## config.mk

```make
export PLATFORM = sky130hd
export DESIGN_NAME = acc_status_unit
export DESIGN_NICKNAME = d
export VERILOG_FILES = /design/src/rtl/acc_status_pkg.sv /design/src/rtl/acs_alu_core.sv /design/src/rtl/acs_data_regs.sv /design/src/rtl/acs_status_reg.sv /design/src/rtl/acs_bank_addr.sv /design/src/rtl/acc_status_unit.sv
export SDC_FILE = /design/constraint.sdc
export NUM_CORES = 1
export LEC_CHECK = 0
export CAP_MARGIN = 25
export CORE_ASPECT_RATIO = 0.9
export CORE_MARGIN = 5
export CORE_UTILIZATION = 35
export CTS_CLUSTER_SIZE = 16
export DETAILED_ROUTE_END_ITERATION = 7
export PLACE_DENSITY = 0.51
export SETUP_SLACK_MARGIN = 0.5
export SYNTH_ARGS = -nofsm -noshare
export SYNTH_HDL_FRONTEND = slang
export SYNTH_SLANG_ARGS = --single-unit
```

## constraint.sdc

```tcl
create_clock -name clk -period 14.2 [get_ports clk]
set_clock_uncertainty 0.2 [all_clocks]
set_input_delay 2.84 -clock clk [delete_from_list [all_inputs] [get_ports clk]]
set_output_delay 2.84 -clock clk [all_outputs]
set_load 0.05 [all_outputs]
```

## src/rtl/acc_status_pkg.sv

```systemverilog
package acc_status_pkg;

  localparam int PSW_W = 8;

  // Bit positions inside the status word (layout is fixed behaviour)
  localparam int POS_CY  = 7;
  localparam int POS_AC  = 6;
  localparam int POS_FA  = 5;
  localparam int POS_RS1 = 4;
  localparam int POS_RS0 = 3;
  localparam int POS_OV  = 2;
  localparam int POS_FB  = 1;
  localparam int POS_PAR = 0;

  typedef enum logic [2:0] {
    OPC_ADD  = 3'd0,
    OPC_ADDC = 3'd1,
    OPC_SUBB = 3'd2,
    OPC_MUL  = 3'd3,
    OPC_DIV  = 3'd4
  } opc_e;

  typedef struct packed {
    logic cy;
    logic ac;
    logic ov;
  } arith_flags_t;

endpackage

```

## src/rtl/acs_alu_core.sv

```systemverilog
module acs_alu_core
  import acc_status_pkg::*;
#(
  parameter int DATA_W = 8
) (
  input  logic              op_fire,
  input  logic [2:0]        op_code,
  input  logic [DATA_W-1:0] a_in,
  input  logic [DATA_W-1:0] b_in,
  input  logic [DATA_W-1:0] x_in,
  input  logic              cy_in,
  output logic              flag_upd,
  output arith_flags_t      flags,
  output logic              acc_load,
  output logic [DATA_W-1:0] acc_res,
  output logic              b_load,
  output logic [DATA_W-1:0] b_res
);

  localparam int NIB = DATA_W / 2;
  localparam int MSB = DATA_W - 1;
  localparam int PW  = 2 * DATA_W;

  // {carry, nibble carry, overflow, sum}
  function automatic logic [DATA_W+2:0] f_add(input logic [DATA_W-1:0] a,
                                              input logic [DATA_W-1:0] x,
                                              input logic cin);
    logic [DATA_W:0] full;
    logic [NIB:0]    low;
    logic            ovf;
    full = {1'b0, a} + {1'b0, x} + {{DATA_W{1'b0}}, cin};
    low  = {1'b0, a[NIB-1:0]} + {1'b0, x[NIB-1:0]} + {{NIB{1'b0}}, cin};
    ovf  = (a[MSB] == x[MSB]) && (full[MSB] != a[MSB]);
    return {full[DATA_W], low[NIB], ovf, full[DATA_W-1:0]};
  endfunction

  // {borrow, nibble borrow, overflow, difference}
  function automatic logic [DATA_W+2:0] f_sub(input logic [DATA_W-1:0] a,
                                              input logic [DATA_W-1:0] x,
                                              input logic bin);
    logic [DATA_W:0] full;
    logic [NIB:0]    low;
    logic            ovf;
    full = {1'b0, a} - {1'b0, x} - {{DATA_W{1'b0}}, bin};
    low  = {1'b0, a[NIB-1:0]} - {1'b0, x[NIB-1:0]} - {{NIB{1'b0}}, bin};
    ovf  = (a[MSB] != x[MSB]) && (full[MSB] != a[MSB]);
    return {full[DATA_W], low[NIB], ovf, full[DATA_W-1:0]};
  endfunction

  function automatic logic [PW-1:0] f_mul(input logic [DATA_W-1:0] a,
                                          input logic [DATA_W-1:0] b);
    return {{DATA_W{1'b0}}, a} * {{DATA_W{1'b0}}, b};
  endfunction

  logic [DATA_W+2:0] add_v;
  logic [DATA_W+2:0] sub_v;
  logic [PW-1:0]     prod;
  logic              div_zero;

  always_comb begin
    add_v    = f_add(a_in, x_in, (op_code == OPC_ADDC) ? cy_in : 1'b0);
    sub_v    = f_sub(a_in, x_in, cy_in);
    prod     = f_mul(a_in, b_in);
    div_zero = (b_in == '0);

    flag_upd = 1'b0;
    flags    = '0;
    acc_load = 1'b0;
    b_load   = 1'b0;
    acc_res  = a_in;
    b_res    = b_in;

    if (op_fire) begin
      unique case (op_code)
        OPC_ADD, OPC_ADDC: begin
          flag_upd = 1'b1;
          flags    = '{cy: add_v[DATA_W+2], ac: add_v[DATA_W+1], ov: add_v[DATA_W]};
          acc_load = 1'b1;
          acc_res  = add_v[DATA_W-1:0];
        end
        OPC_SUBB: begin
          flag_upd = 1'b1;
          flags    = '{cy: sub_v[DATA_W+2], ac: sub_v[DATA_W+1], ov: sub_v[DATA_W]};
          acc_load = 1'b1;
          acc_res  = sub_v[DATA_W-1:0];
        end
        OPC_MUL: begin
          flag_upd = 1'b1;
          flags    = '{cy: 1'b0, ac: 1'b0, ov: (prod[PW-1:DATA_W] != '0)};
          acc_load = 1'b1;
          b_load   = 1'b1;
          acc_res  = prod[DATA_W-1:0];
          b_res    = prod[PW-1:DATA_W];
        end
        OPC_DIV: begin
          flag_upd = 1'b1;
          flags    = '{cy: 1'b0, ac: 1'b0, ov: div_zero};
          if (!div_zero) begin
            acc_load = 1'b1;
            b_load   = 1'b1;
            acc_res  = a_in / b_in;
            b_res    = a_in % b_in;
          end
        end
        default: begin
          flag_upd = 1'b0;
        end
      endcase
    end
  end

endmodule

```

## src/rtl/acs_data_regs.sv

```systemverilog
module acs_data_regs #(
  parameter int DATA_W = 8
) (
  input  logic              clk,
  input  logic              rst_n,
  input  logic              alu_acc_load,
  input  logic [DATA_W-1:0] alu_acc_res,
  input  logic              alu_b_load,
  input  logic [DATA_W-1:0] alu_b_res,
  input  logic              sw_acc_wr,
  input  logic [DATA_W-1:0] sw_acc_data,
  input  logic              sw_b_wr,
  input  logic [DATA_W-1:0] sw_b_data,
  output logic [DATA_W-1:0] acc_q,
  output logic [DATA_W-1:0] b_q
);

  always_ff @(posedge clk or negedge rst_n) begin
    if (!rst_n) begin
      acc_q <= '0;
      b_q   <= '0;
    end else begin
      if (sw_acc_wr)         acc_q <= sw_acc_data;
      else if (alu_acc_load) acc_q <= alu_acc_res;
      if (sw_b_wr)           b_q   <= sw_b_data;
      else if (alu_b_load)   b_q   <= alu_b_res;
    end
  end

  AST_SW_LOAD_WINS: assert property (@(posedge clk) disable iff (!rst_n)
    sw_acc_wr |=> acc_q == $past(sw_acc_data));

endmodule

```

## src/rtl/acs_status_reg.sv

```systemverilog
module acs_status_reg
  import acc_status_pkg::*;
#(
  parameter int DATA_W = 8
) (
  input  logic              clk,
  input  logic              rst_n,
  input  logic              flag_upd,
  input  arith_flags_t      flags,
  input  logic              byte_wr,
  input  logic [PSW_W-1:1]  byte_data,
  input  logic              bit_wr,
  input  logic [2:0]        bit_sel,
  input  logic              bit_val,
  input  logic [DATA_W-1:0] acc_in,
  output logic [PSW_W-1:0]  psw_out
);

  logic [PSW_W-1:1] stat_q;
  logic [PSW_W-1:1] stat_d;
  logic             sw_any;

  assign sw_any = byte_wr || bit_wr;

  always_comb begin
    stat_d = stat_q;
    if (flag_upd) begin
      stat_d[POS_CY] = flags.cy;
      stat_d[POS_AC] = flags.ac;
      stat_d[POS_OV] = flags.ov;
    end
    if (byte_wr) stat_d = byte_data;
    for (int i = 1; i < PSW_W; i++) begin
      if (bit_wr && (bit_sel == 3'(i))) stat_d[i] = bit_val;
    end
  end

  always_ff @(posedge clk or negedge rst_n) begin
    if (!rst_n) stat_q <= '0;
    else        stat_q <= stat_d;
  end

  assign psw_out = {stat_q, ^acc_in};

  AST_FLAGS_HOLD: assert property (@(posedge clk) disable iff (!rst_n)
    !(flag_upd || sw_any) |=> $stable(stat_q));

  AST_SW_FLAGS_KEPT: assert property (@(posedge clk) disable iff (!rst_n)
    (flag_upd && !sw_any) |=> (stat_q[POS_FA] == $past(stat_q[POS_FA])) &&
                              (stat_q[POS_FB] == $past(stat_q[POS_FB])) &&
                              (stat_q[POS_RS1:POS_RS0] == $past(stat_q[POS_RS1:POS_RS0])));

  AST_SW_BEATS_ARITH: assert property (@(posedge clk) disable iff (!rst_n)
    (flag_upd && bit_wr && bit_sel == 3'(POS_CY)) |=> stat_q[POS_CY] == $past(bit_val));

endmodule

```

## src/rtl/acs_bank_addr.sv

```systemverilog
module acs_bank_addr #(
  parameter int IDX_W  = 3,
  parameter int BANK_W = 2
) (
  input  logic [BANK_W-1:0]       bank_sel,
  input  logic [IDX_W-1:0]        index,
  output logic [BANK_W+IDX_W-1:0] addr
);

  assign addr = {bank_sel, index};

endmodule

```

## src/rtl/acc_status_unit.sv

```systemverilog
module acc_status_unit
  import acc_status_pkg::*;
#(
  parameter int DATA_W = 8,
  parameter int IDX_W  = 3
) (
  input  logic                   clk,
  input  logic                   rst_n,
  input  logic                   op_valid,
  input  logic [2:0]             op_code,
  input  logic [DATA_W-1:0]      operand,
  input  logic                   acc_wr,
  input  logic [DATA_W-1:0]      acc_wdata,
  input  logic                   b_wr,
  input  logic [DATA_W-1:0]      b_wdata,
  input  logic                   psw_wr,
  input  logic [7:0]             psw_wdata,
  input  logic                   bit_wr,
  input  logic [2:0]             bit_sel,
  input  logic                   bit_val,
  input  logic [IDX_W-1:0]       reg_index,
  output logic [DATA_W-1:0]      acc,
  output logic [DATA_W-1:0]      b_reg,
  output logic [7:0]             psw,
  output logic [IDX_W+1:0]       rf_addr
);

  localparam int BANK_W = POS_RS1 - POS_RS0 + 1;
  localparam int ADDR_W = BANK_W + IDX_W;

  // Named internal events for the assertions
  logic              op_fire;
  logic              flag_upd;
  arith_flags_t      flags;
  logic              alu_acc_load;
  logic              alu_b_load;
  logic [DATA_W-1:0] alu_acc_res;
  logic [DATA_W-1:0] alu_b_res;
  logic              div_zero_ev;
  logic              mul_ev;
  logic              ov_sw_touch;
  logic              par_write_try;
  logic [ADDR_W-1:0] addr_w;

  assign op_fire       = op_valid;
  assign div_zero_ev   = op_fire && (op_code == OPC_DIV) && (b_reg == '0);
  assign mul_ev        = op_fire && (op_code == OPC_MUL);
  assign ov_sw_touch   = psw_wr || (bit_wr && bit_sel == 3'(POS_OV));
  assign par_write_try = psw_wr && (psw_wdata[POS_PAR] != psw[POS_PAR]);

  acs_alu_core #(.DATA_W(DATA_W)) u_alu (
    .op_fire  (op_fire),
    .op_code  (op_code),
    .a_in     (acc),
    .b_in     (b_reg),
    .x_in     (operand),
    .cy_in    (psw[POS_CY]),
    .flag_upd (flag_upd),
    .flags    (flags),
    .acc_load (alu_acc_load),
    .acc_res  (alu_acc_res),
    .b_load   (alu_b_load),
    .b_res    (alu_b_res)
  );

  acs_data_regs #(.DATA_W(DATA_W)) u_regs (
    .clk          (clk),
    .rst_n        (rst_n),
    .alu_acc_load (alu_acc_load),
    .alu_acc_res  (alu_acc_res),
    .alu_b_load   (alu_b_load),
    .alu_b_res    (alu_b_res),
    .sw_acc_wr    (acc_wr),
    .sw_acc_data  (acc_wdata),
    .sw_b_wr      (b_wr),
    .sw_b_data    (b_wdata),
    .acc_q        (acc),
    .b_q          (b_reg)
  );

  acs_status_reg #(.DATA_W(DATA_W)) u_status (
    .clk       (clk),
    .rst_n     (rst_n),
    .flag_upd  (flag_upd),
    .flags     (flags),
    .byte_wr   (psw_wr),
    .byte_data (psw_wdata[PSW_W-1:1]),
    .bit_wr    (bit_wr),
    .bit_sel   (bit_sel),
    .bit_val   (bit_val),
    .acc_in    (acc),
    .psw_out   (psw)
  );

  acs_bank_addr #(.IDX_W(IDX_W), .BANK_W(BANK_W)) u_bank (
    .bank_sel (psw[POS_RS1:POS_RS0]),
    .index    (reg_index),
    .addr     (addr_w)
  );

  assign rf_addr = addr_w;

  AST_DIV_ZERO_OV: assert property (@(posedge clk) disable iff (!rst_n)
    (div_zero_ev && !ov_sw_touch) |=> psw[POS_OV]);

  AST_DIV_ZERO_KEEP: assert property (@(posedge clk) disable iff (!rst_n)
    (div_zero_ev && !acc_wr && !b_wr) |=> $stable(acc) && $stable(b_reg));

  AST_MUL_OV_HIGH: assert property (@(posedge clk) disable iff (!rst_n)
    (mul_ev && !ov_sw_touch && !b_wr) |=> psw[POS_OV] == (b_reg != '0));

  AST_BANK_FOLLOW: assert property (@(posedge clk) disable iff (!rst_n)
    (psw_wr && !bit_wr) |=> rf_addr[ADDR_W-1 -: BANK_W] == $past(psw_wdata[POS_RS1:POS_RS0]));

  AST_PARITY_NOT_WRITTEN: assert property (@(posedge clk) disable iff (!rst_n)
    (par_write_try && !op_fire && !acc_wr) |=> $stable(psw[POS_PAR]));

endmodule

```

## Word-level counts from Yosys, hierarchy flattened

Index checks and enable logic that the tools add are counted.

| word-level totals | value |
|---|---|
| flip-flop bits (word level) | 23 |
| output and inout port bits | 29 |

| cells by class | value |
|---|---|
| reduce and logical (&&, ||, !) cells | 31 |
| equality and inequality tests | 17 |
| div/mod/pow operators | 2 |
| $add $sub $neg | 8 |
| multiply operators | 1 |
| mux-type cells | 30 |

Operator list:

| operator | count |
|---|---|
| 8-bit 2-to-1 mux | 8 |
| 8-bit one-hot mux with 4 select lines | 1 |
| 8-bit by 8-bit multiplier with 16-bit output | 1 |
| 8-bit one-hot mux with 2 select lines | 1 |
| 2-bit nonzero test | 8 |
| 3-bit equality test (second input constant) | 5 |
| 1-bit 2-to-1 mux | 14 |
| 3-bit by 2-bit equality test with 1-bit output (second input constant) | 4 |
| 3-bit one-hot mux with 4 select lines | 1 |
| 3-bit nonzero test | 4 |
| 8-bit by 8-bit adder with 9-bit output | 1 |
| 9-bit by 1-bit adder with 9-bit output | 1 |
| 1-bit logical AND | 9 |
| 8-bit by 8-bit subtractor with 9-bit output | 1 |
| 9-bit by 1-bit subtractor with 9-bit output | 1 |
| 8-bit by 8-bit divider with 8-bit output | 1 |
| 8-bit logical NOT | 1 |
| 8-bit by 8-bit remainder unit with 8-bit output | 1 |
| 4-bit AND reduction | 2 |
| 8-bit nonzero test | 1 |
| 8-bit parity | 1 |
| 7-bit 2-to-1 mux | 1 |
| 3-bit by 1-bit equality test with 1-bit output (second input constant) | 2 |
| 3-bit != test (second input constant) | 2 |
| other kinds (14) | 17 |

## Longest topological paths before layout

Gate-level depths: netlist of run 1.

| depth | value |
|---|---|
| word-level depth | 10 |
| depth in mapped cells | 57 |
| gate-level depth less buffers | 52 |

## Cells and area by module

Synthesis of run 1 repeated with hierarchy kept, for this count alone.

| unflattened totals | value |
|---|---|
| cell total of the unflattened synthesis | 805 |
| area total of the unflattened synthesis | 6393.6 um^2 |

Modules (own cells, without submodules):

| module | times used | area an instance (um^2) | cells an instance |
|---|---|---|---|
| acs_alu_core | 1 | 5127.4 | 686 |
| acs_data_regs | 1 | 745.7 | 68 |
| acs_status_reg | 1 | 483.0 | 46 |
| acs_bank_addr | 1 | 37.5 | 5 |

## Worst setup path after synthesis of run 1

No wires, ideal clock.

| path | value |
|---|---|
| path kind | flip-flop to flip-flop |
| start | register u_regs.b_q[0] |
| end | register u_regs.b_q[4] |
| arrival time | 11.196 ns |
| clock period less this slack | 11.531 ns |
| setup time | 0.135 ns |
| cell stages (with the launch flop) | 53 |
| path slack | 2.669 ns |
| path buffers | 4 |
| cells stage by stage | dfrtp_1 > inv_1 > ha_1 > o2111ai_1 > xnor2_1 > ha_1 > o21a_1 > o211ai_4 > mux2_2 > ha_1 > nand4_1 > o41ai_1 > o21ai_0 > nor3_1 > a21oi_1 > inv_1 > ha_1 > nor3_1 > [... 17 more ...] > o21ai_0 > o21ai_0 > nand4_1 > and3_1 > clkbuf_1 > buf_6 > nand2_1 > o21ai_0 > fa_1 > a211oi_1 > o21bai_1 > a21oi_1 > a311oi_1 > clkbuf_1 > nor2_1 > o21ai_0 > o21ai_0 > o31ai_1 |

| on the way | value |
|---|---|
| cells in the longest elaborated chain, start to end | 6 |
| elaborated cells between the ends (all ways) | 14 |
| those cells by class | mul (1); div (1); eq/ne (1); mux (8); reduce/logical (3) |

Ends and longest elaborated chain:

| what | RTL line | text |
|---|---|---|
| start, declared | acs_data_regs.sv:15 | `output logic [DATA_W-1:0] b_q` |
| start signal, assigned | acs_data_regs.sv:25 | `if (sw_b_wr) b_q <= sw_b_data;` |
| start signal, assigned | acs_data_regs.sv:26 | `else if (alu_b_load) b_q <= alu_b_res;` |
| 8-bit by 8-bit remainder unit with 8-bit output / 8-bit logical NOT (equally long branches) | acs_alu_core.sv:102, acs_alu_core.sv:64 |  |
| 8-bit 2-to-1 mux / 1-bit 2-to-1 mux (equally long branches) | acs_alu_core.sv:98 | `if (!div_zero) begin` |
| 8-bit one-hot mux with 2 select lines / 1-bit one-hot mux with 2 select lines (equally long branches) | acs_alu_core.sv:74 | `unique case (op_code)` |
| 8-bit 2-to-1 mux / 1-bit 2-to-1 mux (equally long branches) | acs_alu_core.sv:73 | `if (op_fire) begin` |
| 8-bit 2-to-1 mux / 2-bit nonzero test (equally long branches) | - |  |
| 8-bit 2-to-1 mux / 4-bit AND reduction (equally long branches) | - |  |

Several ways; a longest one is shown, not always the timed one. The select of a mux whose other input is x is not followed.
A chain may end at the register's enable or synchronous reset.

## Final worst setup path of run 1

| path | value |
|---|---|
| start | register u_regs.b_q[5] |
| end | register u_regs.b_q[4] |

Same word-level chain as after synthesis.

==> impl_metrics.yaml, run 1 <==
run_status:
  status: "complete, no violations"
cells_and_area:
  antenna_cells: 0
  area_delta_synth_final_pct: 16.9
  layout_commonest_cell: "ha_1"
  fin_util_pct: 42.0
  nFillCells: 1847
  drive_gt1_share_pct: 4.75
  layout.cells.most_common_list: "ha_1, nand2_1, inv_1, nor2_1, clkdlybuf4s50_1"
  nNetsFinal: 1078
clock_network:
  clock_latency_ns: 0.26
  clkSinkCount: 23
  numCtsBuffers: 3
  clockBufferDepth: 2
  tritoncts: "yes"
  cts_max_level: 1
  clkTransAtPathRegs_ns: 0.07
  ctsRootBufferMaster: "clkbuf_16"
synth:
  synthesis.nets: 1018
  yosysTopAreaCell: "ha_1"
  ys_seq_area_share_pct: 9.00
  syn_area_per_cell_um2: 7.74
  ys.flop_type: "dfrtp_1"
  yosysUniqueCellTypes: 71
  synth_area_um2: 6390
  synth.area.top_cells: "ha_1, fa_1, dfrtp_1, nand2_1, inv_1"
  ys_async_sr_fraction_pct: 100
  synth_top_area_share_pct: 20.0
  ys_seq_elements: 23
  synth_warnings: 0
  synthCells: 826
  synth_edf_count: 0
setup_path:
  cp-start-kind: "flip-flop"
  worst_path_max_delay_cell: "dfrtp_1"
  worstPathRequired_ns: 14.12
  r2r_cells: 46
  crit_path_end_kind: "flip-flop"
  crit_type: "reg2reg"
  path_common_cell: "o21ai_0"
  cpPeakStageDelay_ns: 0.62
  rrSetupSlack_ns: 1.49
  critPathMaxFanout: 14
  cp.arrival_ns: 12.63
  cp-endpoint: "u_regs.b_q[4]"
  crit-reg2reg-launch: "u_regs.b_q[5]"
  regToRegEndpoint: "u_regs.b_q[4]"
  critPathLaunch: "u_regs.b_q[5]"
detailed_routing:
  avgRoutedWirePerCell_um: 18.6
  final_antenna_net_count: 0
  via_per_inst: 5.37
  first_pass_iters: 5
  num_vias: 6044
  routed_wl_mm: 21.0
  drt_iter0_drc: 409
  drcViolationCount: 0
placement:
  pre_cts_ws_ns: 1.00
  port_buffers: 70
  post-dp-hpwl_mm: 16.9
  gp_congestion: 0.927
pwr:
  sw_frac_of_total_pct: 56.5
  power_mw: 1.64
  power_leakage_nw: 3.41
  powerDensity_nw_per_um2: 219
  ir_worst_vdd_v: 0.0000959
  seq_power_share_pct: 5.8
  p_clk_share_pct: 4.0
  p_int_mw: 0.714
  comb_power_share_pct: 90.3
  switchingPower_mw: 0.927
timing:
  worstMarginPinSlew_ns: 1.08
  fin_crit_sh_pct: 89.5
  hold_ws_ns: 0.392
  rsz0062_at_grt: "false"
  finalCriticalPeriod_ns: 12.71
  fin_tns_setup_ns: 0
  max_slew_margin_pct: 26.3
  fmax_ghz: 0.0787
  setup_viol: 0
  setup_ws_ns: 1.49
  hold_violations: 0
  maxSlewViolCount: 0
grt:
  grt_pass1_wl_mm: 33.9
  grt_start_max_net_pins: 24
  grt_use_total_pct: 19.8
  grt_overflow: 0
  grt_pass1_vias: 5910
  antenna_found_initial: 0
worst_hold_path:
  hold_class: "reg2reg"
job:
  max-cap-violations: 0
floorplanning:
  coreArea_um2: 17800
  initial_utilization_pct: 36.0
  num_rows: 46
  die_area_um2: 21100
  die_width_um: 152
  die_h_um: 138
  io_pins: 78
[cell families after synthesis]
kind of cell | after synthesis | synth area share [%]
DFF | 23 | 9.00
muxes | 16 | 2.74
xor gates and xnor gates | 47 | 6.44
and+or+nand+nor | 267 | 19.4
buffers and inverters | 120 | 7.53
adders and majority gates | 143 | 32.8
AOI/OAI and AO/OA | 210 | 22.1
[synthesized netlist by cell type (4+ instances only)]
library cell,instances
mux2_2,4
nand3_1,16
buf_4,6
ha_1,102
a211oi_1,11
nor2b_1,6
clkbuf_1,26
nand4_1,5
and3_1,6
nand2b_1,6
mux2i_1,10
o211ai_1,15
inv_1,84
fa_1,41
a41oi_1,4
a31oi_1,7
nor3_1,27
or3_1,5
o41ai_1,6
o21bai_1,4
nand3b_1,4
a21oi_1,47
xor2_1,21
o31ai_1,6
o21ai_0,52
nor2_1,73
a2111oi_0,4
a21o_1,8
and2_1,5
o21a_1,13
dfrtp_1,23
xnor2_1,26
nand2_1,96
[power groups by stage]
stage / Sequential (mW) / Clock, mW / Combinational, mW
2_1_floorplan: 0.130 / 0 / 1.06
3_3_place_gp: 0.0957 / 0 / 1.47
3_5_place_dp: 0.0955 / 0 / 1.46
4_1_cts: 0.0942 / 0.0680 / 1.47
5_1_grt: 0.0959 / 0.0699 / 1.67
6_report: 0.0946 / 0.0654 / 1.48
[worst min-delay path by stage]
stage | to | slack, ns | start | cells past startpoint
floorplan | u_status.stat_q[7] | 0.47 | u_status.stat_q[7] | 4
global placement | u_status.stat_q[5] | 0.36 | u_status.stat_q[5] | 2
detailed placement | u_status.stat_q[1] | 0.38 | u_status.stat_q[1] | 2
CTS | u_status.stat_q[1] | 0.40 | u_status.stat_q[1] | 2
global route | u_status.stat_q[1] | 0.48 | u_status.stat_q[1] | 2
finish | u_status.stat_q[1] | 0.39 | u_status.stat_q[1] | 2
[repair_timing]
item                                    4_1_cts  5_1_grt
endpoints found under the setup margin        0        9
hold buffers                                  0        0
resized for setup                             0        3
buffers inserted                              0        0
[registers in the layout, summed over array words and instances, names as in the netlist]
signal	flops
u_regs.acc_q	8
u_regs.b_q	8
u_status.stat_q	7
[stage by stage]
| step | std cells | area, um2 |
|---|---|---|
| floorplan | 826 | 6390 |
| global placement | 1121 | 7380 |
| detailed placement | 1121 | 7380 |
| CTS | 1125 | 7460 |
| global route | 1125 | 7480 |
| finish | 1125 | 7480 |
[per-layer routing]
metal | GRT usage [%] | up-vias | wire length (um)
met5 | 0 | - | 0
met4 | 3.33 | 0 | 221
met3 | 0.936 | 12 | 938
met2 | 30.4 | 140 | 9010
met1 | 31.2 | 2859 | 10800
li1 | - | 3033 | -
[critical path, delay by kind of cell, from the launching register on]
kind,cells,cell delay [ns]
DFF,1,0.62
AOI/OAI and AO/OA,23,5.39
and+or+nand+nor,11,2.72
adders and majority gates,7,2.23
buffers and inverters,2,0.33
muxes,2,0.75
xor gates and xnor gates,1,0.32
[area by class of cell]
class	instances	area [um2]	area share [%]
Multi-Input combinational cell	683	5350	71.6
Timing Repair Buffer	89	843	11.3
Sequential cell	23	576	7.70
Inverter	86	323	4.32
Tap cell	240	300	4.02
Clock buffer	3	75.1	1.00
Clock inverter	1	7.51	0.100
Note: power is estimated with default switching activity, not from simulation.
==> run 2: changes to the inputs <==
PLACE_DENSITY = 0.53   (was 0.51)
clock period = 11.5 ns   (was 14.2 ns; I/O delays follow)
==> run 2 against run 1 <==
Routed wire length is 6.2% higher. Count of clock-buffer cells in the layout stayed put. Cell count is 6.0% higher. Clock power is 26% higher. Fmax is 19% higher. Sequential share of layout area is 0.82 points lower. Cell area is 12% higher. Flip-flop and latch count stayed put. Power is 48% higher. Combinational power is 51% higher. Critical path type unchanged. Highest routed layer unchanged.
==> impl_metrics.yaml, run 2 (synthesized netlist as in run 1, its figures left out) <==
detailed_routing:
  drt_iter0_drc: 437
  first_pass_iters: 5
  final_antenna_net_count: 0
  via_per_inst: 5.39
  drcViolationCount: 0
  num_vias: 6436
  routed_wl_mm: 22.3
  avgRoutedWirePerCell_um: 18.7
cells_and_area:
  antenna_cells: 0
  layout_commonest_cell: "nand2_1"
  layout.cells.most_common_list: "nand2_1, ha_1, buf_4, inv_1, nor2_1"
  nNetsFinal: 1146
  drive_gt1_share_pct: 17.4
  area_delta_synth_final_pct: 31.4
  fin_util_pct: 47.2
  top_regs: "u_regs.acc_q x8, u_regs.b_q x8, u_status.stat_q x7"
grt:
  grt_overflow: 0
  grt_use_total_pct: 19.9
  antenna_found_initial: 0
  grt_pass1_wl_mm: 34.1
  grt_start_max_net_pins: 24
  grt_pass1_vias: 6066
timing:
  fin_tns_setup_ns: 0
  rsz0062_at_grt: "true"
  max_slew_margin_pct: 38.9
  fmax_ghz: 0.0939
  worstMarginPinSlew_ns: 0.917
  finalCriticalPeriod_ns: 10.65
  fin_crit_sh_pct: 92.6
  setup_viol: 0
  maxSlewViolCount: 0
  hold_violations: 0
setup_path:
  crit_buf_inv: 9
  path_common_cell: "buf_4"
  cp-start-kind: "flip-flop"
  crit_type: "reg2reg"
  critPathMaxFanout: 7
  worst_path_max_delay_cell: "dfrtp_1"
  cp.arrival_ns: 10.61
  crit_path_end_kind: "flip-flop"
  worstPathRequired_ns: 11.45
  crit_family: "compound AO/OA/AOI/OAI gates"
  cpPeakStageDelay_ns: 0.41
clock_network:
  cts_max_level: 1
  numCtsBuffers: 3
  clkSinkCount: 23
  clockBufferDepth: 2
  ctsRootBufferMaster: "clkbuf_16"
  tritoncts: "yes"
  clock_latency_ns: 0.27
  cts_hold_buf: 0
  clkTransAtPathRegs_ns: 0.07
floorplanning:
  die_width_um: 152
  die_h_um: 138
  die_area_um2: 21100
  num_rows: 46
  initial_utilization_pct: 36.0
  io_pins: 78
  coreArea_um2: 17800
pwr:
  power_leakage_nw: 3.79
  powerDensity_nw_per_um2: 289
  ir_worst_vdd_v: 0.000128
job:
  max-cap-violations: 0
placement:
  port_buffers: 70
  post-dp-hpwl_mm: 17.3
  gp_congestion: 0.876
worst_hold_path:
  hold_class: "reg2reg"
run_status:
  status: "complete, no violations"
-- run 2: cell count changes in the layout (fill, tap and decap cells not counted), sizes merged --
| cell | delta |
|---|---|
| buf | +68 |
-- run 2: worst paths after layout --
| check | startpoint | endpoint | slack [ns] | cells after the start |
|---|---|---|---|---|
| worst max-delay path | u_regs.b_q[4] | u_regs.b_q[6] | 0.85 | 50 |
| worst min-delay path | u_status.stat_q[5] | u_status.stat_q[5] | 0.39 | 2 |
| worst max register to register | u_regs.b_q[4] | u_regs.b_q[6] | 0.85 | 50 |
| worst min register to register | u_status.stat_q[5] | u_status.stat_q[5] | 0.39 | 2 |
| max in group asynchronous | rst_n | u_regs.b_q[0] | 8.61 | 2 |
| min in group asynchronous | rst_n | u_status.stat_q[5] | 2.20 | 2 |
-- run 2: repair_timing --
item | in CTS | in global routing
buffers inserted | 11 | 21
resized for setup | 22 | 57
endpoints found under the setup margin | 9 | 9
pin swaps | 11 | 33
-- run 2: through the flow --
step / power, mW / instance area (um2) / hold WS, ns / std cells / worst slack, ns
final: 2.43 / 8400 / 0.388 / 1193 / 0.849
after global routing: 2.66 / 8400 / 0.440 / 1193 / 0.396
after CTS: 2.23 / 7950 / 0.396 / 1172 / 0.500
after detailed placement: 2.06 / 7690 / 0.380 / 1157 / 0.110
after global placement: 2.07 / 7690 / 0.363 / 1157 / 0.0542
after floorplan: 1.49 / 6440 / 0.470 / 826 / 0.546
-- run 2: metal layers --
metal	share of wire (%)	GRT usage (%)	up-vias
met4	1.5	3.19	0
li1	-	-	3165
met3	5.5	1.84	19
met5	0	0	-
met2	46	31.9	173
met1	47	29.6	3079
-- run 2: area by class of cell --
class / count / area [um2]
fill: 1741 / 9380
timing repair buffer: 157 / 1370
multi-input combinational: 683 / 5740
clock buffer: 3 / 75.1
clock inverter: 1 / 7.51
inverter: 86 / 323
tap: 240 / 300
sequential: 23 / 578
-- run 2: worst register-to-register path, delay by kind of cell, from the launching register on --
| family | cells | cell delay, ns |
|---|---|---|
| muxes | 3 | 0.96 |
| adders and majority gates | 7 | 1.72 |
| DFF | 1 | 0.41 |
| AOI/OAI and AO/OA | 19 | 4.03 |
| and+or+nand+nor | 12 | 1.86 |
| buffers and inverters | 9 | 1.36 |
-- run 2: power breakdown --
part	internal [mW]	switching [mW]	leakage (nW)
Clock	0.0474	0.0351	0.0371
Combinational	0.997	1.24	3.48
Sequential	0.0945	0.0142	0.273
Total	1.14	1.29	3.79
==> run 3: changes to the inputs <==
--- a/config.mk
+++ b/config.mk
@@ -13,2 +13,3 @@
 export DETAILED_ROUTE_END_ITERATION = 7
+export GPL_TIMING_DRIVEN = 0
 export PLACE_DENSITY = 0.53
--- a/constraint.sdc
+++ b/constraint.sdc
@@ -4,2 +4,2 @@
 set_output_delay 2.3 -clock clk [all_outputs]
-set_load 0.05 [all_outputs]
+set_load 0.1 [all_outputs]
==> run 3 against run 2 <==
Die area did not move. Sequential share of layout area is 0.15 points lower. Cell count up 1.7%. Flip-flop and latch count did not move. Routed wire length is 4.4% higher. Power is 13% higher. Hold slack got worse by 0.0027 ns. Fmax shrank 2.4%. Setup slack worse by 0.26 ns. Utilization up 2.3 points.
==> impl_metrics.yaml, run 3 (synthesized netlist as in run 1, its figures left out) <==
timing:
  worstMarginPinSlew_ns: 1.00
  max_slew_margin_pct: 32.9
  fmax_ghz: 0.0917
  rsz0062_at_grt: "true"
  setup_viol: 0
  maxSlewViolCount: 0
  hold_violations: 0
  fin_crit_sh_pct: 94.9
  finalCriticalPeriod_ns: 10.91
clock_network:
  tritoncts: "yes"
  cts_max_level: 1
  clkSinkCount: 23
  ctsRootBufferMaster: "clkbuf_16"
  cts_hold_buf: 0
  clkTransAtPathRegs_ns: 0.07
  numCtsBuffers: 3
  clockBufferDepth: 2
  clock_latency_ns: 0.27
cells_and_area:
  layout.cells.most_common_list: "nand2_1, ha_1, inv_1, buf_4, nor2_1"
  area_delta_synth_final_pct: 37.9
  drive_gt1_share_pct: 20.8
  fin_cells: 1213
  nFillCells: 1742
  top_regs: "u_regs.acc_q x8, u_regs.b_q x8, u_status.stat_q x7"
  nNetsFinal: 1166
  antenna_cells: 0
  layout_commonest_cell: "nand2_1"
grt:
  grt_start_max_net_pins: 16
  grt_use_total_pct: 21.2
  antenna_found_initial: 1
  grt_pass1_wl_mm: 36.3
  grt_pass1_vias: 6460
  grt_overflow: 0
pwr:
  power_leakage_nw: 3.87
  ir_worst_vdd_v: 0.000158
  powerDensity_nw_per_um2: 312
  power_mw: 2.75
setup_path:
  rrSetupSlack_ns: 0.59
  cp.arrival_ns: 10.86
  worst_path_max_delay_cell: "dfrtp_4"
  path_common_cell: "ha_4"
  cp-start-kind: "flip-flop"
  worstPathRequired_ns: 11.45
  cpPeakStageDelay_ns: 0.49
  crit_family: "compound AO/OA/AOI/OAI gates"
  regToRegEndpoint: "u_regs.b_q[0]"
  r2r_cells: 56
  crit-reg2reg-launch: "u_regs.acc_q[4]"
  crit_path_end_kind: "flip-flop"
  crit_buf_inv: 9
  critPathMaxFanout: 7
  crit_type: "reg2reg"
worst_hold_path:
  min_to: "u_status.stat_q[5]"
  hp-start: "u_status.stat_q[5]"
  hold_depth: 2
  hold_class: "reg2reg"
placement:
  gp_congestion: 0.901
  post-dp-hpwl_mm: 17.4
  port_buffers: 70
  post-place-cells: 1137
floorplanning:
  coreArea_um2: 17800
  die_h_um: 138
  die_area_um2: 21100
  initial_utilization_pct: 36.0
  num_rows: 46
  die_width_um: 152
  io_pins: 78
job:
  max-cap-violations: 0
detailed_routing:
  first_pass_iters: 5
  drcViolationCount: 0
  via_per_inst: 5.43
  drt_iter0_drc: 473
  routed_wl_mm: 23.2
  avgRoutedWirePerCell_um: 19.2
  num_vias: 6590
  final_antenna_net_count: 0
run_status:
  status: "complete, no violations"
run 3: worst max-delay path by stage:
| stage | to | slack (ns) | start | cells after the start |
|---|---|---|---|---|
| global placement | u_regs.b_q[4] | -1.71 | u_regs.b_q[0] | 52 |
| global route | u_regs.b_q[0] | 0.21 | u_regs.acc_q[4] | 56 |
| CTS | u_regs.acc_q[0] | 0.51 | u_regs.acc_q[4] | 53 |
| finish | u_regs.b_q[0] | 0.59 | u_regs.acc_q[4] | 56 |
| detailed placement | u_regs.b_q[4] | -1.73 | u_regs.b_q[0] | 51 |
| floorplan | u_regs.b_q[4] | 0.51 | u_regs.b_q[0] | 52 |
run 3: stage by stage:
step	area [um2]	TNS, ns	worst slack [ns]	util (%)	hold WS [ns]
after floorplan	6460	0	0.506	-	0.470
after global placement	7460	-13.22	-1.71	42.0	0.369
final	8820	0	0.589	49.6	0.386
after detailed placement	7490	-12.94	-1.73	42.1	0.381
after global routing	8820	0	0.213	49.6	0.463
after CTS	8350	0	0.505	47.0	0.398
run 3: per-layer routing:
layer	routed length [um]	part of all wire, %	vias to the layer above	global-route usage (%)
met5	0	0	-	0
met4	351	1.5	0	3.80
met3	1200	5.2	22	1.97
met2	10600	46	190	34.0
met1	11100	48	3170	31.5
li1	-	-	3208	-
run 3: what timing repair did:
action | CTS | global route
endpoints found under the setup margin | 10 | 9
resized for setup | 75 | 62
setup buffers | 47 | 25
pin swaps | 39 | 56
run 3: area by class of cell:
type	count	area (um2)	share of cell area [%]
multi-input cells	683	5980	67.8
inverters	86	330	3.75
plain buffers	34	216	2.46
flip-flops and latches	23	593	6.73
repair buffers	143	1320	14.9
well taps	240	300	3.41
clock buffers	3	75.1	0.852
clock inverters	1	7.51	0.0852
run 3: where the power goes:
| group | internal [mW] | total [mW] | switching [mW] |
|---|---|---|---|
| Combinational | 1.14 | 2.53 | 1.39 |
| Clock | 0.0474 | 0.0827 | 0.0353 |
| Sequential | 0.0963 | 0.131 | 0.0349 |
| Total | 1.28 | 2.75 | 1.46 |
run 3: worst register-to-register path, delay by kind of cell, from the launching register on:
kind / cells / cell delay [ns]
simple gates: 14 / 2.03
buf+inv: 9 / 1.25
compound gates: 22 / 4.12
mux: 2 / 0.68
fa+ha+maj: 8 / 1.87
xor+xnor: 1 / 0.18
flops: 1 / 0.49
